### config.mk
export PLATFORM = sky130hd
export DESIGN_NAME = axi_id_filter
export DESIGN_NICKNAME = d
export VERILOG_FILES = /design/src/rtl/afl_pkg.sv /design/src/rtl/afl_id_match.sv /design/src/rtl/afl_cfg_regs.sv /design/src/rtl/afl_burst_bytes.sv /design/src/rtl/afl_lane.sv /design/src/rtl/axi_id_filter.sv
export SDC_FILE = /design/constraint.sdc
export NUM_CORES = 1
export LEC_CHECK = 0
export ABC_AREA = 1
export BUFFER_PORTS_ARGS = -buffer_cell sky130_fd_sc_hd__buf_2
export CAP_MARGIN = 20
export CORE_AREA = 2 2 187 189
export CTS_BUF_LIST = sky130_fd_sc_hd__clkbuf_2 sky130_fd_sc_hd__clkbuf_4 sky130_fd_sc_hd__clkbuf_8
export DETAILED_ROUTE_END_ITERATION = 8
export DIE_AREA = 0 0 189 191
export REMOVE_ABC_BUFFERS = 1
export SYNTH_ARGS = -nofsm -noshare
export SYNTH_HDL_FRONTEND = slang
export SYNTH_SLANG_ARGS = --single-unit
### constraint.sdc
create_clock -name clk_i -period 2.2 [get_ports clk_i]
set_input_delay 0.55 -clock clk_i [delete_from_list [all_inputs] [get_ports clk_i]]
set_output_delay 0.55 -clock clk_i [all_outputs]
set_load 0.05 [all_outputs]
### src/rtl/afl_pkg.sv
package afl_pkg;
  localparam int EVT_W = 8;
  localparam logic [EVT_W-1:0] EVT_RD_MATCH = 8'h41;
  localparam logic [EVT_W-1:0] EVT_WR_MATCH = 8'h42;

  localparam int ADR_SHARED = 'h30;
  localparam int ADR_SEL_BASE = 'h50;
  localparam int ADR_CMP_BASE = 'h54;
  localparam int ADR_STRIDE = 'h10;

  localparam int PORT_W = 3;
  localparam int RD_PORT_LSB = 0;
  localparam int RD_CHK_BIT = 3;
  localparam int WR_PORT_LSB = 8;
  localparam int WR_CHK_BIT = 11;
  localparam int SEL_W = 12;

  typedef enum logic [1:0] {CH_NONE, CH_RD, CH_WR} chan_e;

  function automatic chan_e evt_chan(input logic [EVT_W-1:0] code);
    if (code == EVT_RD_MATCH) return CH_RD;
    if (code == EVT_WR_MATCH) return CH_WR;
    return CH_NONE;
  endfunction
endpackage

### src/rtl/afl_id_match.sv
module afl_id_match #(
  parameter int ID_W = 16
) (
  input  logic [ID_W-1:0]   id_i,
  input  logic [2*ID_W-1:0] cmp_i,
  output logic              hit_o
);
  // upper half holds the mask inverted: 0 = compare this bit
  assign hit_o = ((id_i ^ cmp_i[ID_W-1:0]) & ~cmp_i[2*ID_W-1:ID_W]) == '0;
endmodule

### src/rtl/afl_cfg_regs.sv
module afl_cfg_regs
  import afl_pkg::*;
#(
  parameter int NCNT   = 3,
  parameter int ADDR_W = 8,
  parameter int REG_W  = 32
) (
  input  logic                 clk_i,
  input  logic                 rst_ni,
  input  logic                 we_i,
  input  logic [ADDR_W-1:0]    addr_i,
  input  logic [REG_W-1:0]     wdata_i,
  output logic [REG_W-1:0]     shared_o,
  output logic [NCNT*REG_W-1:0] cmp_o,
  output logic [NCNT*SEL_W-1:0] sel_o
);
  localparam logic [ADDR_W-1:0] A_SHARED = ADDR_W'(ADR_SHARED);

  always_ff @(posedge clk_i or negedge rst_ni) begin
    if (!rst_ni) shared_o <= '0;
    else if (we_i && addr_i == A_SHARED) shared_o <= wdata_i;
  end

  for (genvar k = 0; k < NCNT; k++) begin : g_reg
    localparam logic [ADDR_W-1:0] A_CMP = ADDR_W'(ADR_CMP_BASE + k * ADR_STRIDE);
    localparam logic [ADDR_W-1:0] A_SEL = ADDR_W'(ADR_SEL_BASE + k * ADR_STRIDE);

    always_ff @(posedge clk_i or negedge rst_ni) begin
      if (!rst_ni) begin
        cmp_o[k*REG_W +: REG_W] <= '0;
        sel_o[k*SEL_W +: SEL_W] <= '0;
      end else if (we_i) begin
        if (addr_i == A_CMP) cmp_o[k*REG_W +: REG_W] <= wdata_i;
        if (addr_i == A_SEL) sel_o[k*SEL_W +: SEL_W] <= wdata_i[SEL_W-1:0];
      end
    end
  end
endmodule

### src/rtl/afl_burst_bytes.sv
module afl_burst_bytes #(
  parameter int LEN_W  = 8,
  parameter int SIZE_W = 3,
  parameter int INC_W  = LEN_W + 1 + (2**SIZE_W - 1)
) (
  input  logic [LEN_W-1:0]  len_i,
  input  logic [SIZE_W-1:0] size_i,
  output logic [INC_W-1:0]  bytes_o
);
  logic [LEN_W:0] beats;
  assign beats   = {1'b0, len_i} + (LEN_W+1)'(1);
  assign bytes_o = INC_W'(beats) << size_i;
endmodule

### src/rtl/afl_lane.sv
module afl_lane
  import afl_pkg::*;
#(
  parameter int ID_W  = 16,
  parameter int INC_W = 16
) (
  input  logic               clk_i,
  input  logic               rst_ni,
  input  logic [EVT_W-1:0]   evt_i,
  input  logic [2*ID_W-1:0]  cmp_i,
  input  logic [SEL_W-1:0]   sel_i,
  input  logic               per_cnt_i,
  input  logic               byte_mode_i,
  input  logic               rd_hs_i,
  input  logic [ID_W-1:0]    rd_id_i,
  input  logic [PORT_W-1:0]  rd_port_i,
  input  logic [INC_W-1:0]   rd_bytes_i,
  input  logic               wr_hs_i,
  input  logic [ID_W-1:0]    wr_id_i,
  input  logic [PORT_W-1:0]  wr_port_i,
  input  logic [INC_W-1:0]   wr_bytes_i,
  output logic               match_o,
  output logic [INC_W-1:0]   incr_o
);
  chan_e             chan;
  logic              use_wr;
  logic              hs, port_ok, id_hit, hit;
  logic [ID_W-1:0]   id_sel;
  logic [INC_W-1:0]  bytes_sel, incr_d;

  assign chan   = evt_chan(evt_i);
  assign use_wr = (chan == CH_WR);
  assign id_sel = use_wr ? wr_id_i : rd_id_i;

  afl_id_match #(.ID_W(ID_W)) u_cmp (
    .id_i  (id_sel),
    .cmp_i (cmp_i),
    .hit_o (id_hit)
  );

  always_comb begin
    hs        = 1'b0;
    port_ok   = 1'b1;
    bytes_sel = rd_bytes_i;
    unique case (chan)
      CH_RD: begin
        hs      = rd_hs_i;
        port_ok = !per_cnt_i || sel_i[RD_CHK_BIT]
                  || rd_port_i == sel_i[RD_PORT_LSB +: PORT_W];
      end
      CH_WR: begin
        hs        = wr_hs_i;
        bytes_sel = wr_bytes_i;
        port_ok   = !per_cnt_i || sel_i[WR_CHK_BIT]
                    || wr_port_i == sel_i[WR_PORT_LSB +: PORT_W];
      end
      default: hs = 1'b0;
    endcase
    hit    = hs && id_hit && port_ok;
    incr_d = !hit ? '0 : (byte_mode_i ? bytes_sel : INC_W'(1));
  end

  always_ff @(posedge clk_i or negedge rst_ni) begin
    if (!rst_ni) begin
      match_o <= 1'b0;
      incr_o  <= '0;
    end else begin
      match_o <= hit;
      incr_o  <= incr_d;
    end
  end
endmodule

### src/rtl/axi_id_filter.sv
module axi_id_filter
  import afl_pkg::*;
#(
  parameter int NCNT   = 3,
  parameter int ID_W   = 16,
  parameter int LEN_W  = 8,
  parameter int SIZE_W = 3,
  parameter int ADDR_W = 8,
  localparam int REG_W = 2 * ID_W,
  localparam int INC_W = LEN_W + 1 + (2**SIZE_W - 1)
) (
  input  logic                    clk_i,
  input  logic                    rst_ni,
  input  logic                    cfg_we_i,
  input  logic [ADDR_W-1:0]       cfg_addr_i,
  input  logic [REG_W-1:0]        cfg_wdata_i,
  input  logic                    per_cnt_i,
  input  logic                    byte_mode_i,
  input  logic [NCNT*EVT_W-1:0]   evt_sel_i,
  input  logic                    ar_valid_i,
  input  logic                    ar_ready_i,
  input  logic [ID_W-1:0]         ar_id_i,
  input  logic [PORT_W-1:0]       ar_port_i,
  input  logic [LEN_W-1:0]        ar_len_i,
  input  logic [SIZE_W-1:0]       ar_size_i,
  input  logic                    aw_valid_i,
  input  logic                    aw_ready_i,
  input  logic [ID_W-1:0]         aw_id_i,
  input  logic [PORT_W-1:0]       aw_port_i,
  input  logic [LEN_W-1:0]        aw_len_i,
  input  logic [SIZE_W-1:0]       aw_size_i,
  output logic [NCNT-1:0]         match_o,
  output logic [NCNT*INC_W-1:0]   incr_o
);
  logic [REG_W-1:0]      shared_cmp;
  logic [NCNT*REG_W-1:0] cnt_cmp;
  logic [NCNT*SEL_W-1:0] cnt_sel;
  logic [INC_W-1:0]      rd_bytes, wr_bytes;
  logic                  rd_hs, wr_hs;

  assign rd_hs = ar_valid_i && ar_ready_i;
  assign wr_hs = aw_valid_i && aw_ready_i;

  afl_cfg_regs #(.NCNT(NCNT), .ADDR_W(ADDR_W), .REG_W(REG_W)) u_regs (
    .clk_i    (clk_i),
    .rst_ni   (rst_ni),
    .we_i     (cfg_we_i),
    .addr_i   (cfg_addr_i),
    .wdata_i  (cfg_wdata_i),
    .shared_o (shared_cmp),
    .cmp_o    (cnt_cmp),
    .sel_o    (cnt_sel)
  );

  afl_burst_bytes #(.LEN_W(LEN_W), .SIZE_W(SIZE_W), .INC_W(INC_W)) u_rd_bytes (
    .len_i (ar_len_i), .size_i (ar_size_i), .bytes_o (rd_bytes)
  );
  afl_burst_bytes #(.LEN_W(LEN_W), .SIZE_W(SIZE_W), .INC_W(INC_W)) u_wr_bytes (
    .len_i (aw_len_i), .size_i (aw_size_i), .bytes_o (wr_bytes)
  );

  for (genvar k = 0; k < NCNT; k++) begin : g_lane
    logic [REG_W-1:0] cmp_k;
    assign cmp_k = per_cnt_i ? cnt_cmp[k*REG_W +: REG_W] : shared_cmp;

    afl_lane #(.ID_W(ID_W), .INC_W(INC_W)) u_lane (
      .clk_i       (clk_i),
      .rst_ni      (rst_ni),
      .evt_i       (evt_sel_i[k*EVT_W +: EVT_W]),
      .cmp_i       (cmp_k),
      .sel_i       (cnt_sel[k*SEL_W +: SEL_W]),
      .per_cnt_i   (per_cnt_i),
      .byte_mode_i (byte_mode_i),
      .rd_hs_i     (rd_hs),
      .rd_id_i     (ar_id_i),
      .rd_port_i   (ar_port_i),
      .rd_bytes_i  (rd_bytes),
      .wr_hs_i     (wr_hs),
      .wr_id_i     (aw_id_i),
      .wr_port_i   (aw_port_i),
      .wr_bytes_i  (wr_bytes),
      .match_o     (match_o[k]),
      .incr_o      (incr_o[k*INC_W +: INC_W])
    );
  end
endmodule

==> metrics.cfg <==
[sta]
slew_headroom_pct = 65.77
finalSetupViolCount = 0
hold_violations = 0
fmax_mhz = 481.3
layout_min_cycle_time_ns = 2.078
worst_pin_slew_ns = 0.5080
rsz0062_at_grt = false
period_share_pct = 94.45
finalMaxSlewViolations = 0
finalSetupTns_ns = 0
finalClockSkew_ns = 0.03022

[grt]
track_usage_pct = 21.18
overflow = 0
first_global_vias = 11404
grt_pass1_wl_um = 60220
grt_max_degree = 65
antenna_found_initial = 1

[power]
peakVddDrop_uv = 335.5
powerDensity_nw_per_um2 = 621.9
p_leak_nw = 7.864

[worst_setup_path]
r2r_cells = 13
timing.rr.start = u_regs.shared_o[14]
ff2ff_setup_slack_ns = 0.28
r2r_end = g_lane[2].u_lane.incr_o[9]
worst-setup-path-type = input port to register
worst_setup_path_end_kind = register
cp_max_fo = 15
start_kind = input port
critPathRequiredTime_ns = 2.66
cp.arrival_ns = 2.54

[clocking]
cts_buffers = 38
cts-htree-levels = 2
post_cts_buffers = 0
clkSinkCount = 203
cts_resized = 0
clk_pin_slew_ns = 0.06
cts_tree = yes
cts_buffer_depth = 3
clk_latency_ns = 0.55
root_buffer = clkbuf_8

[route]
first_iter_violations = 977
highest_layer = met4
wl_met2_um = 17240
routed-wl-met3_um = 2533
routed_wl_um = 38260
vias = 11788
wl_per_cell_um = 15.94
drt-vias-per-instance = 4.910
ant_nets = 0
drtPass1Iterations = 5
met1_length_um = 17290
drc = 0

[layout]
multiInputGateArea_sq_um = 5783
synthToLayoutAreaGrowth_pct = 24.27
stdcell_count = 2401
final_common_cell = nand2_1
layout-drive-gt1-share_pct = 20.58
nets = 2055
fill_cells = 3503
register_area_sq_um = 5080
layout_common_cells = 582 x nand2_1, 203 x dfrtp_1, 199 x nand3_1

[synth]
avgSynthCellArea_sq_um = 7.033
synth_seq_area_share_pct = 42.89
synth_seq_cells = 203
syn_area_sq_um = 11840
synth_edf_count = 0
yosysWarnings = 0
async_flop_share_pct = 100.0
synth_cell_types = 34
syn_inst = 1684
synthFlopType = dfrtp_1

[worst_hold_path]
hold_depth = 3
hold_path_end = u_regs.cmp_o[31]
min_from = cfg_wdata_i[31]
hold_class = input port to register

[floorplanning]
ios = 184
die-height_um = 191
rows = 68
die-area_sq_um = 36100
start_util_pct = 34.71
coreArea_sq_um = 34120
die_width_um = 189

[job]
maxCapViolCount = 0

[place]
hpwl_um = 28060
gp_congestion = 0.9320
numPortBuffers = 183
dp.cells = 2334

[outcome]
status = finished clean

-- layout make-up --
| type | count | share of cell area (%) |
|---|---|---|
| multi-input combinational | 1247 | 39.29 |
| sequential | 203 | 34.51 |
| timing repair buffer | 274 | 12.83 |
| clock buffer | 56 | 4.812 |
| inverter | 156 | 3.979 |
| tap | 455 | 3.868 |
| clock inverter | 8 | 0.6716 |
| antenna | 2 | 0.03400 |
-- how the worst max path moves through the flow --
stage                              from                     endpoint  slack [ns]  cells past startpoint
after floorplan           evt_sel_i[16]  g_lane[2].u_lane.incr_o[15]       -0.28                     13
after detailed placement  evt_sel_i[23]   g_lane[2].u_lane.incr_o[2]       -0.40                     16
after global routing      evt_sel_i[21]   g_lane[2].u_lane.incr_o[3]        0.01                     18
after global placement    evt_sel_i[23]   g_lane[2].u_lane.incr_o[7]       -0.42                     16
after CTS                 evt_sel_i[23]   g_lane[2].u_lane.incr_o[2]        0.18                     16
final                     evt_sel_i[21]   g_lane[2].u_lane.incr_o[9]        0.12                     16
-- synthesized netlist by cell type (3+ instances only) --
cell	number	share of area, %
nand2_1	586	19
nor2_2	38	2.0
nand3_2	3	0.25
nor2_1	64	2.0
inv_2	3	0.095
inv_1	153	4.8
xnor2_1	20	1.5
o21ai_0	190	8.0
nand4_1	4	0.21
clkbuf_1	43	1.4
or2_2	4	0.21
dfrtp_1	203	43
nor2_4	6	0.57
nand2_4	3	0.29
buf_1	4	0.13
o211ai_1	9	0.57
nor4_1	3	0.16
buf_4	12	0.76
nand3_1	199	8.4
xor2_1	6	0.44
nand3b_1	22	1.4
buf_2	12	0.51
buf_6	7	0.67
nor3_1	11	0.46
a21oi_1	64	2.7
-- timing repair --
action,in CTS,in global routing
hold buffers,1,0
endpoints found under the hold margin,38,0
setup endpoints to repair,0,2
-- state kept, by name, indices dropped and copies added (netlist names) --
register               cells
g_lane.u_lane.incr_o      48
g_lane.u_lane.match_o      3
u_regs.cmp_o              96
u_regs.sel_o              24
u_regs.shared_o           32
-- worst max-delay path, stage by stage --
cell and delay, ns:
buf_2 0.09, inv_1 0.04, nand2_1 0.07, nor2_4 0.26, buf_4 0.27, nand3b_1 0.12
nand3_1 0.10, nand2_1 0.07, nand2_1 0.08, nand2_1 0.07, nor2_1 0.20, nand2_1 0.10
nor2_2 0.10, nand3_2 0.09, buf_12 0.17, nor2_2 0.14
-- metrics by stage --
| step | total power [mW] | hold slack [ns] | util (%) | worst slack (ns) | cell area [sq um] |
|---|---|---|---|---|---|
| finish | 9.152 | 0.3032 | 43.14 | 0.1221 | 14720 |
| global route | 9.582 | 0.3083 | 43.13 | 0.009717 | 14720 |
| CTS | 9.257 | 0.2799 | 43.12 | 0.1754 | 14710 |
| detailed placement | 5.229 | 0.4728 | 40.73 | -0.3975 | 13900 |
| global placement | 5.208 | 0.4663 | 40.73 | -0.4195 | 13900 |
| floorplan | 4.639 | 0.2544 | - | -0.2786 | 11440 |
-- logic make-up after synthesis --
kind of cell / after synthesis / synth area share (%)
simple gates: 950 / 34.95
xor+xnor: 26 / 1.923
fa+ha+maj: 2 / 0.2112
buf+inv: 234 / 8.367
flops: 203 / 42.89
compound gates: 269 / 11.66
-- power breakdown --
part	total, mW	internal (mW)	switching (mW)	leakage [nW]
Sequential	3.95	3.87	0.0763	2.81
Clock	3.98	2.29	1.69	0.422
Combinational	1.22	0.458	0.767	4.63
Total	9.15	6.62	2.53	7.86
-- per-layer routing --
layer,global-route usage [%],up-vias
li1,-,5885
met1,28.10,5406
met2,34.85,414
met3,3.507,83
met4,7.632,0
met5,0,-
Power figures use the tool's default switching activity.
